`config.mk`:
```
export PLATFORM = sky130hd
export DESIGN_NAME = iq_gain_scaler
export DESIGN_NICKNAME = d
export VERILOG_FILES = /design/src/rtl/iqs_pkg.sv /design/src/rtl/iqs_fine_rom.sv /design/src/rtl/iqs_lane.sv /design/src/rtl/iq_gain_scaler.sv
export SDC_FILE = /design/constraint.sdc
export NUM_CORES = 1
export LEC_CHECK = 0
export ABC_CLOCK_PERIOD_IN_PS = 15250
export BUFFER_PORTS_ARGS = -buffer_cell sky130_fd_sc_hd__buf_2
export CAP_MARGIN = 5
export CORE_ASPECT_RATIO = 0.7
export CORE_UTILIZATION = 55
export CTS_CLUSTER_SIZE = 16
export DETAILED_ROUTE_END_ITERATION = 10
export MAX_ROUTING_LAYER = met4
export PLACE_DENSITY = 0.72
export SYNTH_ARGS = -nofsm -noshare
export SYNTH_HDL_FRONTEND = slang
export SYNTH_SLANG_ARGS = --single-unit
export TNS_END_PERCENT = 5
```
`constraint.sdc`:
```
create_clock -name clk -period 15.25 [get_ports clk]
set_clock_uncertainty 0.2 [all_clocks]
set_input_delay 3.8125 -clock clk [delete_from_list [all_inputs] [get_ports clk]]
set_output_delay 3.8125 -clock clk [all_outputs]
set_load 0.03 [all_outputs]
```
`src/rtl/iqs_pkg.sv`:
```
package iqs_pkg;

  localparam int EXP_W   = 4;
  localparam int MAN_W   = 8;
  localparam int GAIN_W  = EXP_W + MAN_W;
  localparam int LEN_W   = 3;

  // output word length selected by the length code
  function automatic int len_of(input logic [LEN_W-1:0] code);
    case (code)
      3'd0:    return 4;
      3'd1:    return 5;
      3'd2:    return 6;
      3'd3:    return 7;
      3'd4:    return 8;
      3'd5:    return 10;
      3'd6:    return 12;
      default: return 16;
    endcase
  endfunction

endpackage

```
`src/rtl/iqs_fine_rom.sv`:
```
module iqs_fine_rom #(
  parameter int MAN_W = 8,
  parameter int F_W   = MAN_W + 1
) (
  input  logic             clk,
  input  logic [MAN_W-1:0] addr,
  output logic [F_W-1:0]   data
);
  localparam int DEPTH = 1 << MAN_W;

  function automatic logic [F_W-1:0] fine_val(input int k);
    real scale;
    real v;
    scale = real'(DEPTH);
    v = scale * (2.0 ** (real'(k) / scale));
    return F_W'($rtoi(v + 0.5));
  endfunction

  logic [F_W-1:0] rom [DEPTH];

  initial begin
    for (int k = 0; k < DEPTH; k++) rom[k] = fine_val(k);
  end

  // registered read so the table maps onto block memory
  always_ff @(posedge clk) data <= rom[addr];

endmodule

```
`src/rtl/iqs_lane.sv`:
```
module iqs_lane #(
  parameter int IN_W   = 16,
  parameter int F_W    = 9,
  parameter int FRAC_W = 8,
  parameter int EXP_W  = 4,
  parameter int WIDE_W = 19,
  parameter int OUT_W  = 16
) (
  input  logic                    clk,
  input  logic                    rst,
  input  logic                    en,
  input  logic signed [IN_W-1:0]  x,
  input  logic [F_W-1:0]          fine,
  input  logic [EXP_W-1:0]        e,
  input  logic [2:0]              code,
  output logic signed [OUT_W-1:0] y,
  output logic                    clip
);
  localparam int PROD_W = IN_W + F_W + 1;
  localparam int PW     = PROD_W + (1 << EXP_W) - 1;
  localparam logic signed [PW-1:0] WMAX = PW'((64'sd1 <<< (WIDE_W - 1)) - 64'sd1);
  localparam logic signed [PW-1:0] WMIN = -WMAX;

  logic signed [PROD_W-1:0] prod;
  logic signed [PW-1:0]     ext, sh, q;
  logic signed [WIDE_W-1:0] w19, lim, fin;
  logic                     sat_wide, sat_len;
  int                       wl;

  logic signed [WIDE_W-1:0] y_q, lim_q;
  logic                     clip_q;

  always_comb begin
    prod = x * $signed({1'b0, fine});
    ext  = PW'(prod);
    sh   = ext <<< e;
    q    = sh >>> FRAC_W;
    // 19-bit intermediate, symmetric saturation
    sat_wide = 1'b0;
    if (q > WMAX) begin
      w19 = WMAX[WIDE_W-1:0];
      sat_wide = 1'b1;
    end else if (q < WMIN) begin
      w19 = WMIN[WIDE_W-1:0];
      sat_wide = 1'b1;
    end else begin
      w19 = q[WIDE_W-1:0];
    end
    // reduction to the selected word length
    wl  = iqs_pkg::len_of(code);
    lim = WIDE_W'((32'sd1 <<< (wl - 1)) - 32'sd1);
    sat_len = 1'b0;
    if (w19 > lim) begin
      fin = lim;
      sat_len = 1'b1;
    end else if (w19 < -lim) begin
      fin = -lim;
      sat_len = 1'b1;
    end else begin
      fin = w19;
    end
  end

  always_ff @(posedge clk) begin
    if (rst) begin
      y_q    <= '0;
      lim_q  <= '0;
      clip_q <= 1'b0;
    end else begin
      y_q    <= fin;
      lim_q  <= lim;
      clip_q <= en & (sat_wide | sat_len);
    end
  end

  assign y    = y_q[OUT_W-1:0];
  assign clip = clip_q;

  // result never leaves the symmetric range of its word length
  assert_in_range_R4: assert property (@(posedge clk) disable iff (rst)
    (y_q <= lim_q) && (y_q >= -lim_q));

  // a saturated sample sits exactly on one of the two limits
  assert_clip_at_limit_R4: assert property (@(posedge clk) disable iff (rst)
    clip_q |-> ((y_q == lim_q) || (y_q == -lim_q)));

endmodule

```
`src/rtl/iq_gain_scaler.sv`:
```
module iq_gain_scaler #(
  parameter int IN_W   = 16,
  parameter int WIDE_W = 19,
  parameter int OUT_W  = 16
) (
  input  logic                                       clk,
  input  logic                                       rst,
  input  logic                                       in_valid,
  input  logic signed [IN_W-1:0]                     in_i,
  input  logic signed [IN_W-1:0]                     in_q,
  input  logic                                       loop_en,
  input  logic [iqs_pkg::GAIN_W-1:0]                 loop_gain,
  input  logic                                       init_we,
  input  logic [iqs_pkg::GAIN_W-1:0]                 init_gain,
  input  logic [iqs_pkg::LEN_W-1:0]                  out_len,
  output logic                                       out_valid,
  output logic signed [OUT_W-1:0]                    out_i,
  output logic signed [OUT_W-1:0]                    out_q,
  output logic                                       out_clip
);
  localparam int EXP_W  = iqs_pkg::EXP_W;
  localparam int MAN_W  = iqs_pkg::MAN_W;
  localparam int GAIN_W = iqs_pkg::GAIN_W;
  localparam int LEN_W  = iqs_pkg::LEN_W;
  localparam int F_W    = MAN_W + 1;
  localparam int LANES  = 2;

  logic [GAIN_W-1:0] init_q, gain_sel;
  logic              s1_valid;
  logic [EXP_W-1:0]  s1_e;
  logic [LEN_W-1:0]  s1_len;
  logic [F_W-1:0]    s1_fine;

  logic signed [IN_W-1:0]  in_x   [LANES];
  logic signed [IN_W-1:0]  s1_x   [LANES];
  logic signed [OUT_W-1:0] lane_y [LANES];
  logic                    lane_c [LANES];

  assign gain_sel = loop_en ? loop_gain : init_q;
  assign in_x[0]  = in_i;
  assign in_x[1]  = in_q;

  always_ff @(posedge clk) begin
    if (rst)          init_q <= '0;
    else if (init_we) init_q <= init_gain;
  end

  iqs_fine_rom #(.MAN_W(MAN_W), .F_W(F_W)) u_rom (
    .clk  (clk),
    .addr (gain_sel[MAN_W-1:0]),
    .data (s1_fine)
  );

  always_ff @(posedge clk) begin
    if (rst) begin
      s1_valid  <= 1'b0;
      s1_e      <= '0;
      s1_len    <= '0;
      out_valid <= 1'b0;
    end else begin
      s1_valid  <= in_valid;
      s1_e      <= gain_sel[GAIN_W-1 -: EXP_W];
      s1_len    <= out_len;
      out_valid <= s1_valid;
    end
  end

  for (genvar g = 0; g < LANES; g++) begin : g_lane
    always_ff @(posedge clk) begin
      if (rst) s1_x[g] <= '0;
      else     s1_x[g] <= in_x[g];
    end

    iqs_lane #(
      .IN_W(IN_W), .F_W(F_W), .FRAC_W(MAN_W), .EXP_W(EXP_W),
      .WIDE_W(WIDE_W), .OUT_W(OUT_W)
    ) u_lane (
      .clk  (clk),
      .rst  (rst),
      .en   (s1_valid),
      .x    (s1_x[g]),
      .fine (s1_fine),
      .e    (s1_e),
      .code (s1_len),
      .y    (lane_y[g]),
      .clip (lane_c[g])
    );
  end

  assign out_i    = lane_y[0];
  assign out_q    = lane_y[1];
  assign out_clip = lane_c[0] | lane_c[1];

  // fixed two-cycle latency from accepted sample to output strobe
  assert_latency_R6: assert property (@(posedge clk) disable iff (rst)
    in_valid |-> ##2 out_valid);

  // no output strobe without a sample two cycles earlier
  assert_idle_R8: assert property (@(posedge clk) disable iff (rst)
    !in_valid |-> ##2 !out_valid);

  // the clip flag only accompanies a valid output
  assert_clip_valid_R5: assert property (@(posedge clk) disable iff (rst)
    out_clip |-> out_valid);

endmodule

```
# After elaboration in Yosys (flattened, before gate mapping)
# Memory sizes are Yosys's and may differ from the RTL's. A register that Yosys moved wholly into a read port is not among the register bits.
# Cells that the tools add are included.
# totals
regBits	64
input_bits	64
output_inout_bits	34
mem_count	2
mem_bits_rw	32
rom_bits	2048
# classes
add_sub_neg	3
shift	3
eq_ne	6
bitwise_logic	7
reduce_logical	1
n_mul	2
n_mux	23
order_cmp	8
# memory_table
memory	words	width	read_ports	rd_ports_with_merged_regs	wr	line	rtl
u_rom.rom	256	8	1	1	0	iqs_fine_rom.sv:19	logic [F_W-1:0] rom [DEPTH];
s1_x	2	16	2	0	2	iq_gain_scaler.sv:35	logic signed [IN_W-1:0] s1_x [LANES];
# ops
op	n
$mux 16	6
$sshl 26x4->41	2
$mux 19	4
$gt 33x19->1 const B	2
$lt 33x19->1 const B	2
$mul 16x10->26	2
$gt 19x19->1	2
$lt 19x19->1	2
$pmux 5 s7	1
$sshl 2x32->19 const A	1
$sub 32x2->32 const B	1
$neg 19->19	1
$sub 19x2->19 const B	1
$mux 12	1
$mux 1	11
$eq 3x3->1 const B	3
$eq 3x2->1 const B	2
$or 1x1->1	5
$eq 3x1->1 const B	1
$logic_not 3->1	1
$and 1x1->1	2

# Longest topological paths before layout
# depth
word_depth	11
ltp_mapped	44
depth_no_buf	38

# Hierarchy
# Synthesis repeated with hierarchy kept, for this count alone.
# hier_totals
cells_unflattened	3302
hier_area_um2	25788.5
# by_module_without_submodules
module	area_each_um2	n_inst	seq_area_each_um2	cells_per_inst
iqs_lane at g_lane[1].u_lane	11056.9	1	340.3	1428
iqs_lane at g_lane[0].u_lane	10890.4	1	340.3	1411
iqs_fine_rom	2179.6	1	160.2	324
iq_gain_scaler	1661.6	1	1061.0	139

# Worst setup path after synthesis
# OpenSTA, ideal clock, no wires.
# synth_timing
path_kind	reg-to-reg
startpoint	reg u_rom.data[1], read port of u_rom.rom
endpoint	reg g_lane[1].u_lane.clip_q
arrival_ps	9828
n_path_buf	6
path_stages_with_launch	41
setup_ps	125
synth_period_minus_slack_ps	10153
t_required_ps	14925
setup_slack_ps	5097
path_cell_list	dfxtp_1 clkbuf_1 nand2_1 inv_1 fa_1 inv_1 fa_1 inv_1 fa_1 fa_1 inv_1 fa_1 inv_1 ha_1 a2111o_1 a311oi_1 nor3_1 and2_1 [... 5 more ...] o31a_1 a211o_1 buf_2 buf_2 o21ai_0 ha_1 nor2b_1 o21a_1 o21a_1 o21a_1 o21ai_0 nand2b_1 a21oi_1 nor2b_1 o41a_1 clkbuf_1 clkbuf_1 o41a_1
# synth_via
elab_chain_cells	10
word_cells_on_any_way	14
cone_classes	mul: 1; order compare: 4; shift: 1; mux: 6; bitwise: 2
# synth_lines
item	line	rtl
start: declaration	iqs_fine_rom.sv:7	output logic [F_W-1:0] data
$mul 16x10->26 (*)	iqs_lane.sv:34	prod = x * $signed({1'b0, fine});
$sshl 26x4->41 (*)	iqs_lane.sv:36	sh = ext <<< e;
$lt 33x19->1	iqs_lane.sv:43	end else if (q < WMIN) begin
$mux 19	iqs_lane.sv:43	
$mux 19	iqs_lane.sv:40	if (q > WMAX) begin
$lt 19x19->1	iqs_lane.sv:56	end else if (w19 < -lim) begin
$mux 1	iqs_lane.sv:56	
$mux 1	iqs_lane.sv:53	if (w19 > lim) begin
$or 1x1->1 (*)	iqs_lane.sv:72	clip_q <= en & (sat_wide | sat_len);
$and 1x1->1 (*)	iqs_lane.sv:72	
end signal: assignment	iqs_lane.sv:72	
end: declaration	iqs_lane.sv:31	logic clip_q;
# Every way passes the cells marked *; elsewhere a longest branch is shown, timed or not.
# A chain may end at the register's enable or synchronous reset.

# Worst setup path after layout
# layout_timing
startpoint	reg u_rom.data[1], read port of u_rom.rom
endpoint	reg g_lane[0].u_lane.y_q[2]
# layout_via
elab_chain_cells	8
word_cells_on_any_way	10
cone_classes	mul: 1; order compare: 4; shift: 1; mux: 4
# layout_lines
item	line	rtl
$mul 16x10->26 (*)	iqs_lane.sv:34	
$sshl 26x4->41 (*)	iqs_lane.sv:36	
$lt 33x19->1	iqs_lane.sv:43	
$mux 19	iqs_lane.sv:43	
$mux 19 (*)	iqs_lane.sv:40	
$lt 19x19->1	iqs_lane.sv:56	
$mux 16	iqs_lane.sv:56	
$mux 16 (*)	iqs_lane.sv:53	
end signal: assignment	iqs_lane.sv:70	y_q <= fin;
end: declaration	iqs_lane.sv:30	logic signed [WIDE_W-1:0] y_q, lim_q;
# Marks and branches as above.

==> flow_summary.toml <==
[worst_setup_path]
critical_path.startpoint = "u_rom.data[1]"
cp.arrival_ps = 12440
startpoint_type = "register"
worst-path-max-fanout = 32
cp_slowest_cell = "a22oi_1"
crit_path_end_kind = "register"
required_ps = 15280
critPathKind = "reg -> reg"
cp_common_cell = "inv_1"
cpPeakStageDelay_ps = 790
r2r_slack_ps = 2840
r2r_start = "u_rom.data[1]"

[sta]
hold_viol_final = 0
finalSetupViolCount = 0
slew_headroom_pct = 15.00
tightest_slew_ps = 1270
fin_setup_tns_ps = 0
setup_ws_ps = 2840
clock.fmax_mhz = 80.58
min_period_ps = 12410
timing.final.crit_share_pct = 81.38
rsz0062_at_grt = "false"
drv_slew = 0

[logic_synthesis]
syn_inst = 3007
synth-edff-count = 0
synth_cell_type_count = 97
yosysSeqAreaShare_pct = 8.100
synth_fp_nets = 3517
postSynth.asyncResetShare_pct = 0
netlist_area_um2 = 23480
ys_seq_elements = 95
syn_avg_cell_area_um2 = 7.808
yosys_warnings = 0
synthFlopType = "dfxtp_1"

[min_path]
worst_hold_startpoint = "init_q[6]"
hold_path.class = "reg -> reg"

[place]
placed_cell_area_um2 = 24260
post-place-ws_ps = 3178
numPortBuffers = 97
post-dp-hpwl_um = 62120
place.gp.congestion = 1.041

[clock_network]
postCtsSetupRepairBufs = 0
cts_hold_buf = 0
clk_latency_ps = 410
cts_made_buffers = 9
cts_buffer_depth = 2
cts_max_level = 3
cts_tree = "yes"
clkTransAtPathRegs_ps = 80
cts-root-buf = "clkbuf_16"
cts_sinks = 95
cts_resized = 0

[routing]
wl_per_cell_um = 22.09
drt_iter0_markers = 2741
firstDrtPassIters = 6
drt-total-wl_um = 77670
vias = 23323
postRouteAntennaNets = 0
avgViaCountPerCell = 6.633
drc_errors = 0

[die]
start_util_pct = 56.47
pin_count = 98
core_area_um2 = 41580
die_w_um = 249.0
rows = 62
die_h_um = 174.9
die-area_um2 = 43530

[finish]
fillerInstances = 3826
final_cell_mix = "nand2_1, inv_1, fa_1, ha_1, nor2_1"
nets = 3477
drive_gt1_share_pct = 7.708
areaGrowthSynthToFinish_pct = 4.689
mostFrequentLayoutCell = "nand2_1"
final_cell_area_um2 = 24580

[grt]
grt_max_degree = 79
grt_pass1_vias = 22548
grt_pass1_wl_um = 125100
gr-usage-all-layers_pct = 37.38
gr-total-overflow = 0
grt_antenna_before_repair = 1

[job]
cap_violations = 0

[status]
status = "complete, no violations"
-- area by class of cell --
type / instances / area [µm²] / area share, %
Antenna cell: 1 / 2.502 / 0.01018
Clock buffer: 9 / 225.2 / 0.9162
Clock inverter: 6 / 91.34 / 0.3716
Inverter: 298 / 1119 / 4.551
Multi-Input combinational cell: 2423 / 19750 / 80.34
Sequential cell: 95 / 1907 / 7.757
Tap cell: 544 / 680.7 / 2.769
Timing Repair Buffer: 140 / 808.3 / 3.288
-- routing by layer --
| layer | up-vias | part of all wire [%] | track usage, % |
|---|---|---|---|
| met5 | - | 0 | - |
| met4 | 0 | 1.1 | 5.461 |
| met3 | 95 | 14 | 12.90 |
| met2 | 1321 | 39 | 50.56 |
| met1 | 11314 | 46 | 53.97 |
| li1 | 10593 | - | - |
-- flip-flops by register name, summed over array words and instances, names as in the netlist --
register and flops:
out_valid 1, s1_len 3, g_lane.u_lane.y_q 32, g_lane.u_lane.clip 2, init_q 12, s1_e 4, s1_x 32, s1_valid 1
u_rom.data 8
-- critical path, delay by kind of cell, from the launching register on --
family,cells,cell delay (ps)
adder cells (fa/ha/maj),7,3300
AND/OR/NAND/NOR,8,2060
AO/OA/AOI/OAI,16,4140
buffers and inverters,8,1790
multiplexers,1,410
flip-flops,1,310
-- through the flow --
stage	util (%)	instances	hold slack [ps]
final	59.12	3516	305.8
after detailed placement	58.35	3500	296.7
after global routing	59.12	3516	330.2
after global placement	58.35	3500	273.4
after floorplan	-	3007	259.6
after CTS	59.11	3515	312.5
-- synth_stat cells (all sizes together), types with 53 or more instances --
| master | number | area, µm² |
|---|---|---|
| nor2b | 56 | 350.3 |
| ha | 202 | 2527 |
| fa | 244 | 4885 |
| nand3 | 53 | 265.3 |
| nor2 | 191 | 716.9 |
| o21ai | 170 | 850.8 |
| a211oi | 53 | 420.4 |
| a21oi | 168 | 852.1 |
| nor3 | 53 | 265.3 |
| o211ai | 61 | 462.9 |
| inv | 297 | 1115 |
| nand2 | 311 | 1167 |
| dfxtp | 95 | 1902 |
| clkbuf | 151 | 569.3 |
| and2 | 154 | 963.4 |
-- path summary, 6_finish.rpt --
| path | to | cells past startpoint |
|---|---|---|
| worst min register to register | init_q[6] | 2 |
| worst min-delay path | init_q[6] | 2 |
| worst max-delay path | g_lane[0].u_lane.y_q[2] | 40 |
| worst max register to register | g_lane[0].u_lane.y_q[2] | 40 |
-- logic make-up after synthesis --
family          share of synthesized area (%)
simple gates                            20.50
flops                                   8.100
fa+ha+maj                               31.57
mux                                     4.140
buf+inv                                 7.951
xor+xnor                                2.073
compound gates                          25.67
Power is not shown: default switching activity piles up to over one toggle a cycle in this logic, so the estimate is an artifact.
